## config.mk

```make
export PLATFORM = sky130hd
export DESIGN_NAME = nor_cmd_array
export DESIGN_NICKNAME = d
export VERILOG_FILES = /design/src/rtl/nor_cmd_array.sv
export SDC_FILE = /design/constraint.sdc
export NUM_CORES = 1
export LEC_CHECK = 0
export BUFFER_PORTS_ARGS = -buffer_cell sky130_fd_sc_hd__buf_4
export CORE_MARGIN = 2
export CORE_UTILIZATION = 25
export DETAILED_ROUTE_END_ITERATION = 10
export PLACE_DENSITY = 0.38
export SLEW_MARGIN = 10
export SYNTH_ARGS = -nofsm -noshare
export SYNTH_HDL_FRONTEND = slang
export SYNTH_SLANG_ARGS = --single-unit
```

## constraint.sdc

```tcl
create_clock -name clk -period 4 [get_ports clk]
set_input_delay 0.2 -clock clk [delete_from_list [all_inputs] [get_ports clk]]
set_output_delay 0.2 -clock clk [all_outputs]
set_load 0.05 [all_outputs]
```

## src/rtl/nor_cmd_array.sv

```systemverilog
module nor_cmd_array #(
  parameter int ADDR_W = 6,
  parameter int DATA_W = 8
) (
  input  logic              clk,
  input  logic              we,
  input  logic [ADDR_W-1:0] waddr,
  input  logic [DATA_W-1:0] wdata,
  input  logic [ADDR_W-1:0] raddr,
  output logic [DATA_W-1:0] rdata
);
  localparam int DEPTH = 1 << ADDR_W;

  logic [DATA_W-1:0] mem [DEPTH];

  // erased contents at configuration time
  initial begin
    for (int i = 0; i < DEPTH; i++) mem[i] = '1;
  end

  always_ff @(posedge clk) begin
    if (we) mem[waddr] <= wdata;
    rdata <= mem[raddr];
  end
endmodule

```

==> metrics.md <==
| Metric | Value |
|---|---|
| Final Hold Fails | `0` |
| Top Layer Used | `met4` |
| Startpoint types | `primary input` |
| Detailed Routing Iterations Pass 1 | `5` |
| Area of the multi-input gates | `4315 um2` |
| P_int | `0.009398 W` |
| Num rows | `104` |
| Worst min path class | `primary input to register` |
| Placed cells | `2003` |
| Final Max Slew Viols | `0` |
| TritonCTS Buffers | `57` |
| R2R Path Start | `mem[29][4]` |
| Filler instances | `7948` |
| Leakage | `slightly above 7 nW` |
| Setup repair after global routing missed its margin | `no` |
| Reg clk slew, reported paths | `0.06 ns` |
| Mapped Cells | `940` |
| Req. time, crit path | `4.45 ns` |
| Tcrit/Tclk final | `0.6409` |
| CP Class | `primary input to register` |
| Final WL | `between 50 and 60 mm` |
| Gpl congestion | `0.7193` |
| Max-slew headroom | `0.2533` |
| Share of cells above drive strength 1 | `0.2664` |
| Initial antenna violation count | `1` |
| R2r endpoint | `rdata[4]` |
| Met2 wire length | `24.98 mm` |
| Pwr Density | `510.0 nW/um2` |
| Sw power | `between 0.002 and 0.003 W` |
| TritonCTS clock tree | `built` |
| Mean post-synth cell area | `21.45 um2` |
| Minimum clock period | `2.564 ns` |
| Clock power frac | `0.443` |
| Yosys reg bits | `520` |
| Initial core utilization | `0.2516` |
| Met3 routed WL | `1.831 mm` |
| DR vias/cell | `4.480` |
| Arr. time, crit path | `~3.0 ns` |
| Register-to-Register Path Depth | `5` |
| Final Non-Filler Cells | `roughly 2.1k` |
| Die W | `a little under 300 um` |
| DRT iter0 DRCs | `696` |
| Crit Path Max Fanout | `45` |
| IO buf count | `29` |
| Final Skew | `0.02165 ns` |
| Post-synth net total | `962` |
| First-pass GRT wire length | `77.09 mm` |
| DRC | `0` |
| EDFF count, synth | `512` |
| Peak supply drop | `0.0003764 V` |
| Setup slack on the worst flop-to-flop path | `1.61 ns` |
| Vias in the first global route | `approximately 10k` |
| I/O pin cnt | `30` |
| F_max | `just under 0.4 GHz` |
| Final setup violation count | `0` |
| Core footprint | `80160 um2` |
| Hold Worst Slack | `0.1502 ns` |
| Vias after detailed routing | `9466` |
| Root buffer cell | `clkbuf_16` |
| Worst skew pair latency | `between 0.6 and 0.7 ns` |
| Grt ovf | `0` |
| Register area share after synthesis | `0.7703` |
| Nets | `1025` |
| Max clock buf depth | `3` |
| Register share of total power | `0.505` |
| Slew @ Worst Pin | `1.116 ns` |
| Postcts setup bufs | `0` |
| Post-CTS Resized | `0` |
| Drt wl/cell | `25.28 um` |
| Seq. cell area | `15530 um2` |
| Count of warnings emitted by yosys | `0` |
| Status | `complete, no violations` |
| M1 wire length | `25.59 mm` |
| Comb pwr share | `0.052` |
| Worst Hold End | `mem[18][5]` |
| Die ar. | `82960 um2` |
| Distinct cell type count after synthesis | `40` |
| Synthesis-to-finish area growth | `16.61%` |
| Synth Flop Type | `edfxtp_1` |
| Sink Count | `520` |
| DPL Wire Length | `31.96 mm` |
| CTS Hold Bufs | `1` |
| Total Neg Setup Slack | `0 ns` |
| Hold_sp | `wdata[5]` |
| Die H | `slightly below 300 um` |
| Antenna Nets Post-Route | `0` |
| Setup crit end kind | `register` |
| Global Route Usage Sum | `0.1307` |
| Async S/R FF share, synth | `0` |
| Synthesized area | `20170 um2` |
| Maxcap violations | `0` |
| H-tree depth | `2` |
| Largest net degree at the start of global routing | `65` |
| Switch share | `0.2164` |
| Worst hold stages | `1` |
==> critical path, stage by stage <==
cell and delay, ns:
clkbuf_8 0.49, buf_4 0.45, mux4_2 0.56, mux2_2 0.31
o311ai_1 0.80, nand2_1 0.12
==> power groups by stage <==
stage / registers, W / clock network [W] / logic (W)
floorplan: 0.00619 / 0 / 0.000321
global placement: 0.00617 / 0 / 0.000641
detailed placement: 0.00617 / 0 / 0.000643
CTS: 0.00605 / 0.00548 / 0.000645
global route: 0.00606 / 0.00568 / 0.000669
finish: 0.00605 / 0.00532 / 0.000622
==> logic make-up after synthesis <==
logic type,count (synthesis),share of synthesized area
DFF,520,0.7703
muxes,162,0.1594
and+or+nand+nor,153,0.03387
AOI/OAI and AO/OA,54,0.02072
buffers and inverters,51,0.01570
==> registers in the layout, summed over array words and instances, names as in the netlist <==
name / cells
mem: 512
rdata: 8
==> cell usage after synthesis (all sizes together), types with 8 or more instances <==
cell type	count	share of area
nor2b	14	0.0043
dfxtp	8	0.0079
nand2	19	0.0035
o221ai	8	0.0035
mux2	13	0.0073
nor2	83	0.015
nand3	13	0.0032
mux2i	23	0.011
o22ai	8	0.0025
edfxtp	512	0.76
mux4	126	0.14
clkbuf	17	0.0032
buf	34	0.013
==> placed cells by master (no fill, tap or decap), types with 3 or more instances in the layout <==
master     Yosys  final
clkbuf_8       0      8
nand2_1       19     19
dfxtp_1        8      8
a22oi_1        3      3
nor3_1         7      7
bufinv_16      0      5
nor2b_1       14     14
a211oi_1       4      4
o22ai_1        8      8
o2bb2ai_1      3      3
nor2_1        83     83
o2111ai_1      3      3
nand3_1       13     13
clkinv_1       0      5
a21oi_1        3      3
clkbuf_16      0     59
mux4_2       126    126
edfxtp_1     512    512
buf_4         13     51
o221ai_1       8      8
a221oi_1       6      6
mux2_2        13     13
nand2b_1       7      7
mux2i_1       23     23
nand3b_1       3      3
clkinv_2       0     10
clkbuf_1      17     17
==> through the flow <==
stage	setup WS, ns	power, W	util	instance area, um2
2_1_floorplan	2.132	0.006514	-	20170
3_3_place_gp	0.6322	0.006812	0.2696	21610
3_5_place_dp	0.6495	0.006813	0.2696	21610
4_1_cts	1.318	0.01218	0.2933	23510
5_1_grt	1.232	0.01241	0.2933	23510
6_report	1.436	0.01199	0.2934	23520
==> layer usage <==
metal | track usage | up-vias
li1 | - | 4068
met1 | 0.1861 | 5156
met2 | 0.2078 | 177
met3 | 0.02147 | 65
met4 | 0.03290 | 0
met5 | 0 | -
==> worst max path at each step <==
stage	startpoint	end	cells after the start
after floorplan	raddr[1]	rdata[3]	7
after global placement	raddr[0]	rdata[7]	6
after detailed placement	raddr[0]	rdata[7]	6
after CTS	raddr[0]	rdata[7]	6
after global routing	raddr[0]	rdata[7]	6
final	raddr[0]	rdata[7]	6
==> layout make-up <==
class                   count  share of cell area
multi-input cells         369              0.1835
clock buffers              83             0.06959
diodes                      2           0.0002128
well taps                1060             0.05640
flip-flops and latches    520              0.6606
repair buffers             55             0.01899
clock inverters            24             0.01069
No activity file was read; power rests on OpenSTA's default activity.
